### config.mk
export PLATFORM = sky130hd
export DESIGN_NAME = flash_cmd_seq
export DESIGN_NICKNAME = d
export VERILOG_FILES = /design/src/rtl/flash_cmd_pkg.sv /design/src/rtl/flash_bus_capture.sv /design/src/rtl/flash_cmd_decode.sv /design/src/rtl/flash_array_engine.sv /design/src/rtl/flash_cmd_seq.sv
export SDC_FILE = /design/constraint.sdc
export NUM_CORES = 2
export LEC_CHECK = 0
export BUFFER_PORTS_ARGS = -buffer_cell sky130_fd_sc_hd__buf_2
export CORE_MARGIN = 2
export CORE_UTILIZATION = 50
export DETAILED_ROUTE_END_ITERATION = 6
export PLACE_DENSITY = 0.71
export SLEW_MARGIN = 20
export SYNTH_ARGS = -nofsm -noshare
export SYNTH_HDL_FRONTEND = slang
export SYNTH_SLANG_ARGS = --single-unit
### constraint.sdc
create_clock -name clk -period 3.9 [get_ports clk]
set_input_delay 0.195 -clock clk [delete_from_list [all_inputs] [get_ports clk]]
set_output_delay 0.195 -clock clk [all_outputs]
set_load 0.005 [all_outputs]
### src/rtl/flash_cmd_pkg.sv
// Shared types and command constants for the flash command sequencer.
// Assumes command bytes sit in data bits [7:0] and unlock addresses in [14:0].
package flash_cmd_pkg;
    typedef enum logic [1:0] {
        OP_PROG = 2'd0,
        OP_SECT = 2'd1,
        OP_BLK  = 2'd2,
        OP_CHIP = 2'd3
    } op_e;

    typedef enum logic [2:0] {
        SQ_IDLE  = 3'd0,
        SQ_KEY1  = 3'd1,
        SQ_KEY2  = 3'd2,
        SQ_WORD  = 3'd3,
        SQ_EKEY0 = 3'd4,
        SQ_EKEY1 = 3'd5,
        SQ_EKEY2 = 3'd6
    } seq_e;

    localparam logic [14:0] KEY_ADDR_A = 15'h5555;
    localparam logic [14:0] KEY_ADDR_B = 15'h2AAA;
    localparam logic [7:0]  KEY_BYTE_A = 8'hAA;
    localparam logic [7:0]  KEY_BYTE_B = 8'h55;
    localparam logic [7:0]  CMD_WORD   = 8'hA0;
    localparam logic [7:0]  CMD_ERASE  = 8'h80;
    localparam logic [7:0]  CMD_SECT   = 8'h30;
    localparam logic [7:0]  CMD_BLK    = 8'h50;
    localparam logic [7:0]  CMD_CHIP   = 8'h10;
endpackage

### src/rtl/flash_bus_capture.sv
// Composite write-strobe capture.
// A write is the overlap of ce_n low and we_n low. The address is latched
// when the overlap starts and the data when it ends; a one-cycle pulse then
// presents both. Assumes the strobes are synchronous to clk.
module flash_bus_capture #(
    parameter int ADDR_W = 18,
    parameter int DATA_W = 16
) (
    input  logic              clk,
    input  logic              rst_n,
    input  logic              ce_n,
    input  logic              we_n,
    input  logic [ADDR_W-1:0] addr,
    input  logic [DATA_W-1:0] dq_in,
    output logic              wr_pulse,
    output logic [ADDR_W-1:0] wr_addr,
    output logic [DATA_W-1:0] wr_data
);
    logic wr_act;
    logic wr_prev;

    // Overlap of both active-low strobes.
    assign wr_act = ~ce_n & ~we_n;

    // Track the overlap edges and latch address at the start, data at the end.
    always_ff @(posedge clk) begin
        if (!rst_n) begin
            wr_prev  <= 1'b0;
            wr_pulse <= 1'b0;
            wr_addr  <= '0;
            wr_data  <= '0;
        end else begin
            wr_prev  <= wr_act;
            wr_pulse <= wr_prev & ~wr_act;
            if (wr_act && !wr_prev) begin
                wr_addr <= addr;
            end
            if (wr_prev && !wr_act) begin
                wr_data <= dq_in;
            end
        end
    end
endmodule

### src/rtl/flash_cmd_decode.sv
// Unlock-protected command sequence decoder.
// Walks the key cycles; a full sequence yields a one-cycle launch with the
// operation, target address and data. A mismatch returns to idle. Captured
// writes are ignored while the engine reports busy. Requires ADDR_W >= 15
// and DATA_W >= 8.
module flash_cmd_decode
    import flash_cmd_pkg::*;
#(
    parameter int ADDR_W = 18,
    parameter int DATA_W = 16
) (
    input  logic              clk,
    input  logic              rst_n,
    input  logic              wr_pulse,
    input  logic [ADDR_W-1:0] wr_addr,
    input  logic [DATA_W-1:0] wr_data,
    input  logic              busy,
    output logic              launch,
    output op_e               launch_op,
    output logic [ADDR_W-1:0] launch_addr,
    output logic [DATA_W-1:0] launch_data
);
    seq_e        state;
    logic [14:0] key_addr;
    logic [7:0]  key_byte;
    logic        at_a;
    logic        at_b;

    // Fields compared against the unlock constants.
    assign key_addr = wr_addr[14:0];
    assign key_byte = wr_data[7:0];
    assign at_a     = (key_addr == KEY_ADDR_A);
    assign at_b     = (key_addr == KEY_ADDR_B);

    // Sequence state machine and launch generation.
    always_ff @(posedge clk) begin
        if (!rst_n) begin
            state       <= SQ_IDLE;
            launch      <= 1'b0;
            launch_op   <= OP_PROG;
            launch_addr <= '0;
            launch_data <= '0;
        end else begin
            launch <= 1'b0;
            if (wr_pulse && !busy) begin
                launch_addr <= wr_addr;
                launch_data <= wr_data;
                unique case (state)
                    SQ_IDLE: begin
                        state <= (at_a && key_byte == KEY_BYTE_A) ? SQ_KEY1 : SQ_IDLE;
                    end
                    SQ_KEY1: begin
                        state <= (at_b && key_byte == KEY_BYTE_B) ? SQ_KEY2 : SQ_IDLE;
                    end
                    SQ_KEY2: begin
                        if (at_a && key_byte == CMD_WORD) begin
                            state <= SQ_WORD;
                        end else if (at_a && key_byte == CMD_ERASE) begin
                            state <= SQ_EKEY0;
                        end else begin
                            state <= SQ_IDLE;
                        end
                    end
                    SQ_WORD: begin
                        launch    <= 1'b1;
                        launch_op <= OP_PROG;
                        state     <= SQ_IDLE;
                    end
                    SQ_EKEY0: begin
                        state <= (at_a && key_byte == KEY_BYTE_A) ? SQ_EKEY1 : SQ_IDLE;
                    end
                    SQ_EKEY1: begin
                        state <= (at_b && key_byte == KEY_BYTE_B) ? SQ_EKEY2 : SQ_IDLE;
                    end
                    SQ_EKEY2: begin
                        state <= SQ_IDLE;
                        if (key_byte == CMD_SECT) begin
                            launch    <= 1'b1;
                            launch_op <= OP_SECT;
                        end else if (key_byte == CMD_BLK) begin
                            launch    <= 1'b1;
                            launch_op <= OP_BLK;
                        end else if (key_byte == CMD_CHIP && at_a) begin
                            launch    <= 1'b1;
                            launch_op <= OP_CHIP;
                        end
                    end
                    default: state <= SQ_IDLE;
                endcase
            end
        end
    end
endmodule

### src/rtl/flash_array_engine.sv
// Internal operation engine, storage array and read path.
// Runs a program or erase for a fixed cycle count and applies it to the
// array when the count expires. Reads return array data, or a status word
// while busy. Assumes launch never arrives while busy and DATA_W >= 8.
module flash_array_engine
    import flash_cmd_pkg::*;
#(
    parameter int ADDR_W    = 18,
    parameter int DATA_W    = 16,
    parameter int ARR_AW    = 6,
    parameter int SECT_AW   = 11,
    parameter int BLK_AW    = 15,
    parameter int PROG_CYC  = 5000,
    parameter int ERASE_CYC = 20000
) (
    input  logic              clk,
    input  logic              rst_n,
    input  logic              launch,
    input  op_e               launch_op,
    input  logic [ADDR_W-1:0] launch_addr,
    input  logic [DATA_W-1:0] launch_data,
    input  logic              rd_act,
    input  logic [ADDR_W-1:0] rd_addr,
    output logic              busy,
    output logic [DATA_W-1:0] dq_out,
    output logic              dq_en
);
    localparam int DEPTH = 1 << ARR_AW;
    localparam int MAXC  = (PROG_CYC > ERASE_CYC) ? PROG_CYC : ERASE_CYC;
    localparam int CNT_W = $clog2(MAXC + 1);

    logic [DATA_W-1:0] mem [DEPTH];
    op_e               op_q;
    logic [ARR_AW-1:0] tgt_q;
    logic [DATA_W-1:0] dat_q;
    logic [CNT_W-1:0]  cnt;
    logic              finish;
    logic              tog;
    logic              rd_prev;
    logic [DEPTH-1:0]  hit;
    logic [DATA_W-1:0] status;

    // True when two indices agree on every bit at or above position sh.
    function automatic logic same_region(input logic [ARR_AW-1:0] a,
                                         input logic [ARR_AW-1:0] b,
                                         input int sh);
        return ((a ^ b) >> sh) == '0;
    endfunction

    assign finish = busy && (cnt == '0);

    // Per-word selection for the operation in flight.
    for (genvar w = 0; w < DEPTH; w++) begin : g_hit
        always_comb begin
            unique case (op_q)
                OP_PROG: hit[w] = (tgt_q == ARR_AW'(w));
                OP_SECT: hit[w] = same_region(ARR_AW'(w), tgt_q, SECT_AW);
                OP_BLK:  hit[w] = same_region(ARR_AW'(w), tgt_q, BLK_AW);
                default: hit[w] = 1'b1;
            endcase
        end
    end

    // Status word: polling bit, toggle bit, zeros elsewhere.
    always_comb begin
        status    = '0;
        status[7] = (op_q == OP_PROG) ? ~dat_q[7] : 1'b0;
        status[6] = tog;
    end

    // Busy timer and operation registers.
    always_ff @(posedge clk) begin
        if (!rst_n) begin
            busy  <= 1'b0;
            cnt   <= '0;
            op_q  <= OP_PROG;
            tgt_q <= '0;
            dat_q <= '0;
        end else if (launch && !busy) begin
            busy  <= 1'b1;
            cnt   <= (launch_op == OP_PROG) ? CNT_W'(PROG_CYC - 1) : CNT_W'(ERASE_CYC - 1);
            op_q  <= launch_op;
            tgt_q <= launch_addr[ARR_AW-1:0];
            dat_q <= launch_data;
        end else if (busy) begin
            if (cnt == '0) begin
                busy <= 1'b0;
            end else begin
                cnt <= cnt - 1'b1;
            end
        end
    end

    // Array storage: erased at reset, updated when an operation finishes.
    always_ff @(posedge clk) begin
        for (int w = 0; w < DEPTH; w++) begin
            if (!rst_n) begin
                mem[w] <= '1;
            end else if (finish && hit[w]) begin
                mem[w] <= (op_q == OP_PROG) ? (mem[w] & dat_q) : '1;
            end
        end
    end

    // Read path with one-cycle latency, toggle bit flips at end of each busy read.
    always_ff @(posedge clk) begin
        if (!rst_n) begin
            dq_en   <= 1'b0;
            dq_out  <= '0;
            tog     <= 1'b0;
            rd_prev <= 1'b0;
        end else begin
            rd_prev <= rd_act;
            dq_en   <= rd_act;
            if (rd_act) begin
                dq_out <= busy ? status : mem[rd_addr[ARR_AW-1:0]];
            end else begin
                dq_out <= '0;
            end
            if (busy && rd_prev && !rd_act) begin
                tog <= ~tog;
            end
        end
    end
endmodule

### src/rtl/flash_cmd_seq.sv
// Top of the parallel flash command sequencer.
// Connects strobe capture, sequence decoder and array engine. Reads are
// active when ce_n and oe_n are both low. Parameters size the array, its
// erase regions and the busy durations.
module flash_cmd_seq
    import flash_cmd_pkg::*;
#(
    parameter int ADDR_W    = 18,
    parameter int DATA_W    = 16,
    parameter int ARR_AW    = 6,
    parameter int SECT_AW   = 11,
    parameter int BLK_AW    = 15,
    parameter int PROG_CYC  = 5000,
    parameter int ERASE_CYC = 20000
) (
    input  logic              clk,
    input  logic              rst_n,
    input  logic              ce_n,
    input  logic              we_n,
    input  logic              oe_n,
    input  logic [ADDR_W-1:0] addr,
    input  logic [DATA_W-1:0] dq_in,
    output logic [DATA_W-1:0] dq_out,
    output logic              dq_en
);
    logic              wr_pulse;
    logic [ADDR_W-1:0] wr_addr;
    logic [DATA_W-1:0] wr_data;
    logic              launch;
    op_e               launch_op;
    logic [ADDR_W-1:0] launch_addr;
    logic [DATA_W-1:0] launch_data;
    logic              busy;
    logic              rd_act;

    // Read access is the overlap of chip select and output enable.
    assign rd_act = ~ce_n & ~oe_n;

    flash_bus_capture #(.ADDR_W(ADDR_W), .DATA_W(DATA_W)) u_cap (
        .clk      (clk),
        .rst_n    (rst_n),
        .ce_n     (ce_n),
        .we_n     (we_n),
        .addr     (addr),
        .dq_in    (dq_in),
        .wr_pulse (wr_pulse),
        .wr_addr  (wr_addr),
        .wr_data  (wr_data)
    );

    flash_cmd_decode #(.ADDR_W(ADDR_W), .DATA_W(DATA_W)) u_dec (
        .clk         (clk),
        .rst_n       (rst_n),
        .wr_pulse    (wr_pulse),
        .wr_addr     (wr_addr),
        .wr_data     (wr_data),
        .busy        (busy),
        .launch      (launch),
        .launch_op   (launch_op),
        .launch_addr (launch_addr),
        .launch_data (launch_data)
    );

    flash_array_engine #(
        .ADDR_W    (ADDR_W),
        .DATA_W    (DATA_W),
        .ARR_AW    (ARR_AW),
        .SECT_AW   (SECT_AW),
        .BLK_AW    (BLK_AW),
        .PROG_CYC  (PROG_CYC),
        .ERASE_CYC (ERASE_CYC)
    ) u_eng (
        .clk         (clk),
        .rst_n       (rst_n),
        .launch      (launch),
        .launch_op   (launch_op),
        .launch_addr (launch_addr),
        .launch_data (launch_data),
        .rd_act      (rd_act),
        .rd_addr     (addr),
        .busy        (busy),
        .dq_out      (dq_out),
        .dq_en       (dq_en)
    );
endmodule

# Word level (Yosys, flattened, before mapping)
# Memories as Yosys holds them, arrays and structs flattened.
# Index checks and enable logic that the tools add are counted.
# op_classes
n_mux	409
n_bitwise	139
n_eq_ne	80
n_reduce_logical	92
n_addsub	1
# ops
operator	n
$mux W16	128
$and A16 B16 Y16	64
$mux W1	265
$eq A6 B6 Y1 const B	32
$eq A6 B5 Y1 const B	16
$logic_and A1 B1 Y1	76
$or A1 B1 Y1	64
$mux W15	4
$eq A6 B4 Y1 const B	8
$eq A6 B3 Y1 const B	4
$eq A8 B8 Y1 const B	3
$eq A8 B7 Y1 const B	2
$eq A15 B14 Y1 const B	1
$eq A15 B15 Y1 const B	1
$logic_not A15 Y1	1
$pmux W3 S5	1
$sub A15 B1 Y15 const B	1
$eq A6 B2 Y1 const B	2
$mux W3	4
$eq A3 B3 Y1 const B	3
$eq A8 B5 Y1 const B	1
$eq A8 B6 Y1 const B	1
$mux W2	4
$mux W8	1
other kinds (17)	34
# word_totals
mem_bits_rw	1024
mem_count	1
ff_bits	119
output_inout_bits	17
# memory_table
memory	words	width	rd	rd_ports_with_merged_regs	wr	line	rtl
u_eng.mem	64	16	65	0	64	flash_array_engine.sv:32	logic [DATA_W-1:0] mem [DEPTH];

# Logic depth before layout (Yosys ltp)
# depth
ltp_word	7
depth_mapped	11
ltp_nobuf	8

# By module
# Synthesis repeated with hierarchy kept, for this count alone.
# hier_totals
hier_cells	4646
hier_area_um2	55074.1
# modules_own_cells
module	cells_each	instances	area_per_inst_um2
flash_array_engine	4275	1	51861.0
flash_cmd_decode	215	1	1767.9
flash_bus_capture	155	1	1441.4
flash_cmd_seq	1	1	3.8

# Least setup slack after synthesis
# OpenSTA, ideal clock, no wires.
# synth_path
path_type	register to register
from	register u_eng.cnt[0]
to	memory u_eng.mem[40][0], enable pin
setup_time_ns	0.411
t_arrival_ns	2.829
setup_slack_ns	0.660
stages_incl_launch_ff	9
required_time_ns	3.489
n_path_buf	2
cell_sequence	dfxtp_1 inv_1 ha_1 nor4b_2 and3_1 nand3_1 clkbuf_1 clkbuf_1 o21ai_0
# synth_rtl
element	line	rtl
start, declared	flash_array_engine.sv:36	logic [CNT_W-1:0] cnt;
start signal, assigned	flash_array_engine.sv:81	cnt <= (launch_op == OP_PROG) ? CNT_W'(PROG_CYC - 1) : CNT_W'(ERASE_CYC - 1);
start signal, assigned	flash_array_engine.sv:89	cnt <= cnt - 1'b1;
end, declared	flash_array_engine.sv:32	

==> flow_summary_export.csv <==
group,metric,value,unit
cts,cts_tree,"done",
pwr,switching_power,5.35,mW
floorplan,io_pins,56,
cells_and_area,syn_to_final_growth,10.3,%
drt,dr.pass1.iters,5,
timing,relSlewSlack,25.8,%
pwr,p_total,25.5,mW
pwr,p_clk_share,44.2,%
critical_path,worstSetupPathType,"flip-flop to flip-flop",
timing,worst_slew_pin_slew,1110,ps
timing,maxSlewViolCount,0,
drt,via_per_inst,6.57,
global_routing,gr-usage-all-layers,26.0,%
logic_synthesis,synthArstFlopShare,0,%
pwr,power.leakage,16.9,nW
cts,cts.htree.levels,3,
critical_path,startpoint_type,"flip-flop",
logic_synthesis,mappedNetlistArea,53900,µm²
logic_synthesis,synthCells,3610,
floorplan,die_w,332,µm
place,dp.cells,4821,
floorplan,rows,120,
timing,hold_viol,0,
critical_path,cp_data_required_time,4350,ps
drt,wire_per_inst,28.5,µm
logic_synthesis,ys_top_cells_by_area,"edfxtp_1, a21o_1, mux4_2",
floorplan,die_h,332,µm
logic_synthesis,ys_types,62,
logic_synthesis,synth-seq-area-share,61.5,%
pwr,powerDensity,428,nW/µm²
global_routing,antenna_found_initial,9,
cts,cts_inserted_buffers,117,
place,dp_slack,779,ps
drt,drt_iter0_drc,4112,
pwr,comb_power_share,3.6,%
pwr,internal_power,20.1,mW
global_routing,grt_pass1_vias,32400,
timing,hold_slack,44.4,ps
global_routing,overflow,0,
cts,path_clk_slew,60,ps
logic_synthesis,ys_warn_count,0,
place,place_hpwl,91300,µm
flow_run,max_cap_violations,0,
timing,fin_tns_setup,0,ps
timing,rsz0062_at_grt,"false",
logic_synthesis,syn_nets,3650,
logic_synthesis,avgSynthCellArea,14.9,µm²
run_status,status,"finished, final reports clean",
critical_path,crit_path_max_fanout,66,
place,gp_congestion,0.873,
drt,finalWirelength,144000,µm
place,place_area,55300,µm²
cts,cts.sinks,1143,
cells_and_area,final_cells,5071,
cts,cts_buffer_depth,3,
min_path,hold_class,"input pin to flip-flop",
drt,antenna_left,0,
global_routing,grt_max_degree,110,
pwr,ir_drop,0.405,mV
pwr,power.share.switching,21.0,%
timing,finalClockSkew,31.0,ps
cts,insertion_delay,710,ps
timing,finalCriticalPeriod,3270,ps
floorplan,fp.coreArea,107000,µm²
logic_synthesis,yosysTopAreaCell,"edfxtp_1",
cells_and_area,final_core_util,55.6,%
drt,drc,0,
floorplan,die-area,110000,µm²
logic_synthesis,ys.flop_type,"edfxtp_1",
cells_and_area,final_area,59500,µm²
logic_synthesis,synth.top_cell.area_share,57.0,%
cells_and_area,num_antenna_cells,0,
logic_synthesis,synth-edff-count,1024,
critical_path,endpoint_kind,"flip-flop",
global_routing,grt_pass1_wl,215000,µm
cells_and_area,drive_above_1_share,19.7,%
pwr,seq_power_share,52.3,%
place,port_buffers,52,
timing,fin_crit_sh,83.8,%
drt,vias,33300,
cells_and_area,fin_nets,3608,
logic_synthesis,ys_ff_latch,1143,
cts,cts_root_buffer,"clkbuf_16",
timing,layout_setup_ws,631,ps
timing,setup_viol,0,
critical_path,crit_arrival,3710,ps
timing,fmax,306,MHz
floorplan,start_util,50.4,%
==> kinds of logic after synthesis <==
group	after synthesis	share of synthesized area, %
DFF	1143	61.5
AOI/OAI and AO/OA	1331	17.9
muxes	345	13.4
buffers and inverters	410	3.71
xor gates and xnor gates	4	0.0650
and+or+nand+nor	376	3.44
adders and majority gates	1	0.0232
==> power groups by stage <==
stage          clock (mW)  combinational [mW]  sequential (mW)
6_report             11.2               0.908             13.3
5_1_grt              11.8               0.958             13.3
4_1_cts              11.4               0.904             13.3
3_5_place_dp            0               0.878             13.6
3_3_place_gp            0               0.871             13.6
2_1_floorplan           0               0.507             13.6
==> Yosys cell counts, types with 3 or more instances <==
cell       count
a21o_1      1024
edfxtp_1    1024
mux4_2       303
clkbuf_1     236
nand2_1      175
dfxtp_1      119
buf_2        100
a21boi_0      87
o21ai_0       81
a21oi_1       74
or3_1         67
buf_6         45
mux2i_1       40
nor2_1        33
nand3_1       18
inv_1         16
nor2b_1       16
nor3_1        14
buf_1         13
o22ai_1       11
and2_1        10
a22oi_1        9
a211oi_1       6
and3_1         6
nand2b_1       6
o21a_1         6
o221ai_1       6
a2bb2oi_1      5
nor4_1         4
or4_1          4
a22o_1         3
and4b_1        3
nand4_1        3
nor3b_1        3
nor4b_1        3
nor4bb_1       3
o211ai_1       3
==> state kept, by name, indices dropped and copies added (netlist names) <==
name and flops:
u_eng.mem 1024, u_cap.wr_data 16, u_dec.launch_data 16, u_eng.dat_q 16, u_eng.dq_out 16, u_cap.wr_addr 15, u_eng.cnt 15, u_dec.launch_addr 6
u_eng.tgt_q 6, u_dec.state 3, u_dec.launch_op 2, u_eng.op_q 2, u_cap.wr_prev 1, u_cap.wr_pulse 1, u_dec.launch 1, u_eng.busy 1
u_eng.rd_prev 1, u_eng.tog 1
==> placed cells by master (no fill, tap or decap), types with 31 or more instances in the layout <==
cell	Yosys	final
edfxtp_1	1024	1024
a21o_1	1024	1024
dlygate4sd3_1	0	31
mux2i_1	40	40
o21ai_1	1	54
mux4_2	303	303
a21oi_1	74	74
clkbuf_1	236	33
buf_2	100	48
buf_4	0	143
nor2_1	33	33
clkbuf_16	0	120
or3_1	67	67
a21boi_0	87	87
nand2_1	175	175
dfxtp_1	119	103
==> final timing paths <==
check,startpoint,slack (ps),depth (start not counted),to
worst max-delay path,u_eng.cnt[0],630,8,u_eng.mem[11][3]
worst min-delay path,ce_n,40,4,u_cap.wr_addr[8]
worst max register to register,u_eng.cnt[0],630,8,u_eng.mem[11][3]
worst min register to register,u_dec.launch_data[0],460,2,u_eng.dat_q[0]
==> what timing repair did <==
action,CTS,global route
hold buffers,31,0
buffers inserted,0,0
endpoints found under the hold margin,35,0
gates resized for setup,0,0
==> critical path, stage by stage (launching register included) <==
cell and delay, ps:
dfxtp_1 340, inv_1 60, ha_1 200, nor4b_2 380, and3_1 350, nand2_2 60, buf_4 300, or3_1 900
a21o_1 320
==> per-layer routing <==
metal	vias up	wire [µm]	global-route usage, %
li1	14100	-	-
met3	224	15200	6.69
met2	1658	67400	40.3
met1	17300	57700	36.6
met4	4	4060	7.40
met5	-	32	0
==> layout make-up <==
class	count	area, µm²
Timing Repair Buffer	233	1830
Tap cell	1403	1760
Inverter	16	61.3
Multi-Input combinational cell	2057	18900
Clock inverter	53	536
Clock buffer	166	3300
Sequential cell	1143	33200
Fill cell	8412	47600
No activity file was read; power rests on OpenSTA's default activity.
